===== src/rtl/spi_port.sv =====
module spi_port (
  input  logic       clk,
  input  logic       rst_n,
  input  logic [1:0] reg_addr,
  input  logic       reg_wr,
  input  logic       reg_rd,
  input  logic [7:0] reg_wdata,
  output logic [7:0] reg_rdata,
  output logic       irq,
  input  logic       sck_in,
  output logic       sck_out,
  output logic       sck_oe,
  input  logic       sdi,
  output logic       sdo,
  output logic       sdo_oe,
  input  logic       sel_in_n,
  output logic       sel_out_n
);

  localparam int BITS  = 8;
  localparam int EDGES = 2 * BITS;
  localparam int EW    = $clog2(EDGES);

  logic [7:0]    ctrl;
  logic          dbl, sel_q, done_f, wcol_f, armed;
  logic [BITS-1:0] shreg, rx_buf;
  logic          rx_bit, out_q, running, s_act, sck_q;
  logic [EW-1:0] edge_cnt;
  logic [5:0]    div_cnt;
  logic [2:0]    sck_s;
  logic [1:0]    ss_s, di_s;
  logic [2:0]    lg2;

  wire [1:0] rate      = ctrl[1:0];
  wire       cpha      = ctrl[2];
  wire       cpol      = ctrl[3];
  wire       is_master = ctrl[4];
  wire       lsb_first = ctrl[5];
  wire       en        = ctrl[6];
  wire       ie        = ctrl[7];

  always_comb begin
    case ({dbl, rate})
      3'b000:  lg2 = 3'd2;
      3'b001:  lg2 = 3'd4;
      3'b010:  lg2 = 3'd6;
      3'b011:  lg2 = 3'd7;
      3'b100:  lg2 = 3'd1;
      3'b101:  lg2 = 3'd3;
      3'b110:  lg2 = 3'd5;
      default: lg2 = 3'd6;
    endcase
  end

  wire [6:0] half    = 7'd1 << (lg2 - 3'd1);
  wire       div_hit = ({1'b0, div_cnt} == half - 7'd1);

  wire s_sel   = en & ~is_master & ~ss_s[1];
  wire s_chg   = s_sel & (sck_s[2] ^ sck_s[1]);
  wire s_lead  = s_chg & (sck_s[2] == cpol);
  wire s_trail = s_chg & (sck_s[2] != cpol);
  wire m_tick  = running & div_hit;
  wire m_lead  = m_tick & ~edge_cnt[0];
  wire m_trail = m_tick &  edge_cnt[0];
  wire lead    = is_master ? m_lead  : s_lead;
  wire trail   = is_master ? m_trail : s_trail;

  wire din      = is_master ? sdi : di_s[1];
  wire samp     = cpha ? din : rx_bit;
  wire [BITS-1:0] shifted = lsb_first ? {samp, shreg[BITS-1:1]} : {shreg[BITS-2:0], samp};
  wire out_bit  = lsb_first ? shreg[0] : shreg[BITS-1];
  wire busy     = is_master ? running : s_act;
  wire byte_done = trail & (edge_cnt == EW'(EDGES - 1));

  wire ctrl_wr  = reg_wr && reg_addr == 2'd0;
  wire data_wr  = reg_wr && reg_addr == 2'd2;
  wire data_rd  = reg_rd && reg_addr == 2'd2;
  wire stat_rd  = reg_rd && reg_addr == 2'd1;
  wire data_acc = data_wr | data_rd;
  wire collide  = data_wr & busy;

  always_ff @(posedge clk or negedge rst_n) begin
    if (!rst_n) begin
      sck_s <= '0;
      ss_s  <= 2'b11;
      di_s  <= '0;
    end else begin
      sck_s <= {sck_s[1:0], sck_in};
      ss_s  <= {ss_s[0], sel_in_n};
      di_s  <= {di_s[0], sdi};
    end
  end

  always_ff @(posedge clk or negedge rst_n) begin
    if (!rst_n) begin
      ctrl  <= '0;
      dbl   <= 1'b0;
      sel_q <= 1'b0;
    end else if (reg_wr) begin
      case (reg_addr)
        2'd0: ctrl  <= reg_wdata;
        2'd1: dbl   <= reg_wdata[0];
        2'd3: sel_q <= reg_wdata[0];
        default: ;
      endcase
    end
  end

  always_ff @(posedge clk or negedge rst_n) begin
    if (!rst_n) begin
      running <= 1'b0;
      div_cnt <= '0;
      sck_q   <= 1'b0;
    end else begin
      if (!en || !is_master) running <= 1'b0;
      else if (data_wr && !running) running <= 1'b1;
      else if (byte_done) running <= 1'b0;
      if (!running || !en || !is_master) begin
        div_cnt <= '0;
        sck_q   <= cpol;
      end else if (div_hit) begin
        div_cnt <= '0;
        sck_q   <= ~sck_q;
      end else begin
        div_cnt <= div_cnt + 6'd1;
      end
    end
  end

  always_ff @(posedge clk or negedge rst_n) begin
    if (!rst_n) begin
      edge_cnt <= '0;
      s_act    <= 1'b0;
    end else begin
      if ((is_master && !running) || (!is_master && !s_sel)) edge_cnt <= '0;
      else if (lead || trail) edge_cnt <= edge_cnt + 1'b1;
      if (!s_sel || byte_done) s_act <= 1'b0;
      else if (s_lead) s_act <= 1'b1;
    end
  end

  always_ff @(posedge clk or negedge rst_n) begin
    if (!rst_n) begin
      shreg  <= '0;
      rx_buf <= '0;
      rx_bit <= 1'b0;
      out_q  <= 1'b0;
    end else begin
      if (data_wr && !busy) shreg <= reg_wdata;
      else if (trail) shreg <= shifted;
      if (lead) begin
        rx_bit <= din;
        out_q  <= out_bit;
      end
      if (byte_done) rx_buf <= shifted;
    end
  end

  always_ff @(posedge clk or negedge rst_n) begin
    if (!rst_n) begin
      done_f <= 1'b0;
      wcol_f <= 1'b0;
      armed  <= 1'b0;
    end else begin
      if (stat_rd && (done_f || wcol_f)) armed <= 1'b1;
      else if (data_acc) armed <= 1'b0;
      if (byte_done) done_f <= 1'b1;
      else if (armed && data_acc) done_f <= 1'b0;
      if (collide) wcol_f <= 1'b1;
      else if (armed && data_acc) wcol_f <= 1'b0;
    end
  end

  always_comb begin
    case (reg_addr)
      2'd0:    reg_rdata = ctrl;
      2'd1:    reg_rdata = {done_f, wcol_f, 5'b0, dbl};
      2'd2:    reg_rdata = rx_buf;
      default: reg_rdata = {7'b0, sel_q};
    endcase
  end

  assign irq       = ie & done_f;
  assign sck_out   = sck_q;
  assign sck_oe    = en & is_master;
  assign sdo       = cpha ? out_q : out_bit;
  assign sdo_oe    = en & (is_master | ~ss_s[1]);
  assign sel_out_n = ~sel_q;


  wcol_set_chk: assert property (@(posedge clk) disable iff (!rst_n)
    (data_wr && running) |=> wcol_f);


  sck_idle_chk: assert property (@(posedge clk) disable iff (!rst_n)
    $rose(running) |-> (sck_out == cpol));


  sck_pace_chk: assert property (@(posedge clk) disable iff (!rst_n)
    (running && !div_hit && !ctrl_wr) |=> $stable(sck_out));


  done_src_chk: assert property (@(posedge clk) disable iff (!rst_n)
    $rose(done_f) |-> $past(trail));


  done_hold_chk: assert property (@(posedge clk) disable iff (!rst_n)
    (done_f && !(armed && data_acc)) |=> done_f);


  slave_abort_chk: assert property (@(posedge clk) disable iff (!rst_n)
    (!is_master && $rose(ss_s[1])) |=> (edge_cnt == '0 && !s_act));

endmodule


===== config.mk =====
export PLATFORM = sky130hd
export DESIGN_NAME = spi_port
export DESIGN_NICKNAME = d
export VERILOG_FILES = /design/src/rtl/spi_port.sv
export SDC_FILE = /design/constraint.sdc
export NUM_CORES = 1
export LEC_CHECK = 0
export BUFFER_PORTS_ARGS = -buffer_cell sky130_fd_sc_hd__buf_4
export CAP_MARGIN = 10
export CORE_ASPECT_RATIO = 0.7
export CORE_MARGIN = 2
export CORE_UTILIZATION = 50
export CTS_CLUSTER_DIAMETER = 100
export CTS_CLUSTER_SIZE = 24
export DETAILED_ROUTE_END_ITERATION = 7
export PLACE_DENSITY = 0.67
export SLEW_MARGIN = 0
export SYNTH_ARGS = -nofsm -noshare
export SYNTH_HDL_FRONTEND = slang
export SYNTH_SLANG_ARGS = --single-unit

===== constraint.sdc =====
create_clock -name clk -period 3.8 [get_ports clk]
set_clock_uncertainty 0.1 [all_clocks]
set_input_delay 0.76 -clock clk [delete_from_list [all_inputs] [get_ports clk]]
set_output_delay 0.76 -clock clk [all_outputs]
set_load 0.05 [all_outputs]

=== Word level (Yosys, flattened, before mapping) ===
Cells that the tools add are included.

* Output and inout bits: 14
* Word-level logic and storage cells: 118
* Input port bits: 17
* Flip-flop bits (word level): 51

* Reduce and logical (&&, ||, !) cells: 34
* Equality and inequality tests: 12
* Shifts and indexed selects: 1
* Add/subtract/negate cells: 4
* Bitwise operators: 21
* Mux-type cells: 28

{| class="wikitable"
|+ Operators by type and width
! operator !! number
|-
| $mux W8 || 3
|-
| $pmux W8 S3 || 1
|-
| $mux W1 || 19
|-
| $pmux W3 S6 || 1
|-
| $reduce_bool A2 Y1 || 7
|-
| $and A1 B1 Y1 || 13
|-
| $mux W6 || 2
|-
| $eq A3 B3 Y1 const B || 3
|-
| $logic_and A1 B1 Y1 || 9
|-
| $mux W4 || 2
|-
| $eq A6 B7 Y1 || 1
|-
| $logic_or A1 B1 Y1 || 7
|-
| $shl A1 B3 Y7 const A || 1
|-
| $sub A7 B1 Y7 const B || 1
|-
| $add A6 B1 Y6 const B || 1
|-
| $reduce_and A2 Y1 || 3
|-
| $logic_not A1 Y1 || 5
|-
| $not A1 Y1 || 5
|-
| $add A4 B1 Y4 const B || 1
|-
| $eq A2 B2 Y1 const B || 2
|-
| $eq A4 B4 Y1 const B || 1
|-
| $eq A3 B1 Y1 const B || 1
|-
| $eq A3 B2 Y1 const B || 1
|-
| $logic_not A3 Y1 || 1
|-
| other kinds (8) || 9
|}

=== Longest topological paths before layout ===
* Word-level depth: 13
* Depth in mapped cells: 12
* Mapped depth without buffers: 9

=== Worst setup path after synthesis ===
Ideal clock, no wire load.

* Kind: input to output
* Start: input port reg_addr[0]
* End: output port reg_rdata[6]
* Path slack: 0.688 ns
* Arrival time: 2.252 ns
* Path buffers: 1
* Data required time: 2.940 ns
* Cell stages on the path: 3
* Path through: clkbuf_1 -> mux2i_1 -> o21ai_0

* Longest elaborated chain between the ends: 2
* Elaborated cells between the ends (all ways): 4
* Those cells by class: eq/ne (2); mux (1); reduce/logical (1)

{| class="wikitable"
|+ RTL lines
! element !! RTL line !! text
|-
| start: declaration || 4 || <nowiki>input logic [1:0] reg_addr,</nowiki>
|-
| $eq A2 B2 Y1, or another cell as far along || 175 || <nowiki>case (reg_addr)</nowiki>
|-
| $pmux W8 S3 * || 175 ||
|-
| end: declaration || 8 || <nowiki>output logic [7:0] reg_rdata,</nowiki>
|}

Every way passes the cells marked *; elsewhere a longest branch is shown, timed or not.

=== Worst setup path after layout ===
* Start: register dbl
* End: register out_q

* Longest elaborated chain between the ends: 9
* Elaborated cells between the ends (all ways): 14
* Those cells by class: add/sub (2); eq/ne (6); shift (1); mux (2); bitwise (2); reduce/logical (1)

{| class="wikitable"
|+ RTL lines
! element !! RTL line !! text
|-
| start: declaration || 25 || <nowiki>logic dbl, sel_q, done_f, wcol_f, armed;</nowiki>
|-
| start signal: assignment || 102 || <nowiki>2'd1: dbl <= reg_wdata[0];</nowiki>
|-
| $eq A3 B3 Y1, or another cell as far along || 43 || <nowiki>case ({dbl, rate})</nowiki>
|-
| $pmux W3 S6 * || 43 ||
|-
| $sub A3 B1 Y3 * || 55 || <nowiki>wire [6:0] half = 7'd1 << (lg2 - 3'd1);</nowiki>
|-
| $shl A1 B3 Y7 * || 55 ||
|-
| $sub A7 B1 Y7 * || 56 || <nowiki>wire div_hit = ({1'b0, div_cnt} == half - 7'd1);</nowiki>
|-
| $eq A6 B7 Y1 * || 56 ||
|-
| $and A1 B1 Y1 * || 62 || <nowiki>wire m_tick = running & div_hit;</nowiki>
|-
| $and A1 B1 Y1 * || 63 || <nowiki>wire m_lead = m_tick & ~edge_cnt[0];</nowiki>
|-
| $mux W1 * || 65 || <nowiki>wire lead = is_master ? m_lead : s_lead;</nowiki>
|-
| end signal: assignment || 153 || <nowiki>out_q <= out_bit;</nowiki>
|-
| end: declaration || 27 || <nowiki>logic rx_bit, out_q, running, s_act, sck_q;</nowiki>
|}

Marked as above.
A chain may end at the register's enable or synchronous reset.

==> metrics <==
fill cell count=476; All-Layer GR Usage=0.199; Mapped Area=0.00270 mm²; Final Hold Fails=0; Post-Synth Adder-Cell Area=0.0139; Leak Pwr=1.35 nW; H-tree level count=2; Worst-path clk slew=0.09 ns; worst-path fanout max=9; Hold Crit Class=reg2reg; Syn. warnings=0; Arr. time, crit path=3.13 ns; initial antenna violation count=0; vias in the first global route=1771; fin crit share=0.799; fraction of registers with async set/reset=1.00; Hold Crit Start=sck_s[0]$_DFF_PN0_; vias post-DR=1841; count of pins over their slew limit=0; Synth Area in Simple Gates=0.144; PwrDens=461 mW/mm²; Routed WL per cell=15.6 µm; Skew-Pair Late Insertion Delay=0.30 ns; EDFF count, synth=0; fin cells=345; Post-Place Cells=337; Setup CP Type=reg2reg; CTS tree=built; fmax=0.329 GHz; Clock Path Buffers=2; Synth-to-Final Area Change=14.0%; top_reg_cell synth=dfrtp_1; CTS Sinks=51; post-synthesis cell count=241; multiplexer area fraction after synthesis=0.212; Core ar.=0.00523 mm²; fin crit period=3.04 ns; post-layout util=0.587; drt first-iter violations=75; syn avg cell area=11.2 µm²; setup violators final=0; MaxCap Viol Count=0; Final Wtd Congestion=0.802; largest family of logic cells by synthesized area=multiplexers; layout cell share with drive strength beyond 1=0.289; # IOs=31; post-synthesis compound-gate area fraction=0.0933; first-pass GRT wire length=9.09 mm; sequential fraction of the synthesis area=0.474; DPL Wire Length=3.82 mm; DR vias/cell=5.34; Post-CTS Hold Buffers=0; total gr overflow=0; setup TNS=0 ns; Critical Path Sink Type=flop; Worst-Margin Slew=0.914 ns; Finished Cell Area=0.00307 mm²; largest net degree at the start of global routing=52; TritonCTS Buffers=5; register bit total from synthesis=51; DP Area=0.00297 mm²; area of the multi-input gates=0.00133 mm²; first drt pass iteration count=4; Worst R2R Start=dbl$_DFFE_PN0P_; row cnt=22; Max VDD drop=0.000388 V; critical path startpoint=dbl$_DFFE_PN0P_; # diodes=0; Cell variety after synth=47; CTS resizes=0; Critical Path RT=3.89 ns; Routed WL=5.40 mm; RSZ-0062 raised after global routing=false; critical path startpoint category=flop; Root Buffer=clkbuf_8; die height=65.4 µm; post-CTS setup buffer count=0; IO Port Bufs=30; net count reported at finish=292; outcome=finished, final reports clean; Post-DRT Antenna Nets=0; Synth Area in XOR/XNOR=0.0292; die width=91.8 µm; drc violations=0; Synthesized Nets=261; Seq. cell area=0.00128 mm²; Starting Density=0.515; worst rel slew slack=0.389; die area=0.00600 mm²
==> worst paths after layout <==
kind                                        endpoint  cells past startpoint  slack [ns]
worst max-delay path               out_q$_DFFE_PN0P_                      9        0.76
worst min-delay path              sck_s[1]$_DFF_PN0_                      0        0.26
worst max register to register     out_q$_DFFE_PN0P_                      9        0.76
worst min register to register    sck_s[1]$_DFF_PN0_                      0        0.26
max in group asynchronous          s_act$_DFFE_PN0P_                      1        2.80
min in group asynchronous       div_cnt[0]$_DFF_PN0_                      1        0.37
==> cell usage after synthesis, types with 2 or more instances <==
cell type | number | area [µm²]
mux2_2 | 19 | 214
or3_1 | 2 | 12.5
clkbuf_1 | 4 | 15.0
nand2_1 | 20 | 75.1
nor2b_1 | 3 | 18.8
inv_1 | 9 | 33.8
o21ai_0 | 19 | 95.1
nand3_1 | 8 | 40.0
nand3b_1 | 3 | 22.5
nand2b_1 | 2 | 12.5
nor2_1 | 21 | 78.8
dfrtp_1 | 49 | 1230
buf_1 | 2 | 7.51
mux2_4 | 8 | 120
o22ai_2 | 2 | 25.0
xnor2_1 | 5 | 43.8
mux2i_1 | 20 | 200
ha_1 | 3 | 37.5
nor3b_1 | 2 | 15.0
a311oi_1 | 2 | 17.5
a21oi_1 | 6 | 30.0
and3_1 | 2 | 12.5
xor2_1 | 4 | 35.0
and2_1 | 2 | 12.5
dfstp_2 | 2 | 52.6
==> where the power goes <==
part / internal [W] / leakage, nW / total (W) / switching (W)
Clock: 0.000167 / 0.0515 / 0.000341 / 0.000175
Combinational: 0.000174 / 0.650 / 0.000393 / 0.000219
Sequential: 0.000609 / 0.653 / 0.000681 / 0.0000721
==> state kept, by name, indices dropped and copies added (netlist names), 2 cells and up <==
register / cells
rx_buf: 8
edge_cnt: 4
div_cnt: 6
di_s: 2
sck_s: 3
ctrl: 8
ss_s: 2
shreg: 8
==> worst max-delay path, stage by stage (launching register included) <==
cell and delay (ns):
dfrtp_1 0.46, or3_2 0.51, ha_1 0.24, xor2_1 0.16, xnor2_1 0.17, a211oi_4 0.26, nand4b_4 0.18, or2_1 0.30
o22ai_2 0.20, mux2_1 0.34
==> layout make-up <==
cell class	instances	share of cell area
multi-input combinational	173	0.433
tap	72	0.0293
inverter	9	0.0110
sequential	51	0.416
clock buffer	8	0.0326
timing repair buffer	32	0.0782
==> logic make-up (layout without fill, tap and decap cells) <==
kind of cell	after synthesis	in the layout
compound gates	38	38
xor+xnor	9	9
fa+ha+maj	3	3
buf+inv	17	49
flops	51	51
mux	49	49
simple gates	74	74
==> layout by cell type (no fill, tap or decap), drive strengths merged, types with 3 or more instances in the layout <==
cell type  synthesis  routed
buf                4      32
mux2              28      28
dfrtp             49      49
inv                9       9
or3                3       3
nand3b             3       3
ha                 3       3
mux2i             20      20
a21oi              6       6
xor2               4       4
and2               3       3
nor2              21      21
xnor2              5       5
nand2             20      20
nand3              9       9
o21ai             19      19
nor2b              3       3
clkbuf             4       8
==> per-layer routing <==
layer,track usage,vias to the layer above,share of wire
li1,-,909,-
met1,0.301,886,0.52
met2,0.278,42,0.42
met3,0.0596,4,0.047
met4,0.0504,0,0.0095
met5,0,-,0
==> stage by stage <==
| stage | hold slack, ns | power [W] | worst slack, ns |
|---|---|---|---|
| final | 0.256 | 0.00142 | 0.763 |
| after CTS | 0.261 | 0.00143 | 0.766 |
| after detailed placement | 0.241 | 0.00109 | 0.784 |
| after global placement | 0.232 | 0.00108 | 0.848 |
| after global routing | 0.264 | 0.00150 | 0.585 |
| after floorplan | 0.231 | 0.000963 | 0.688 |
Note: power is estimated with default switching activity, not from simulation.
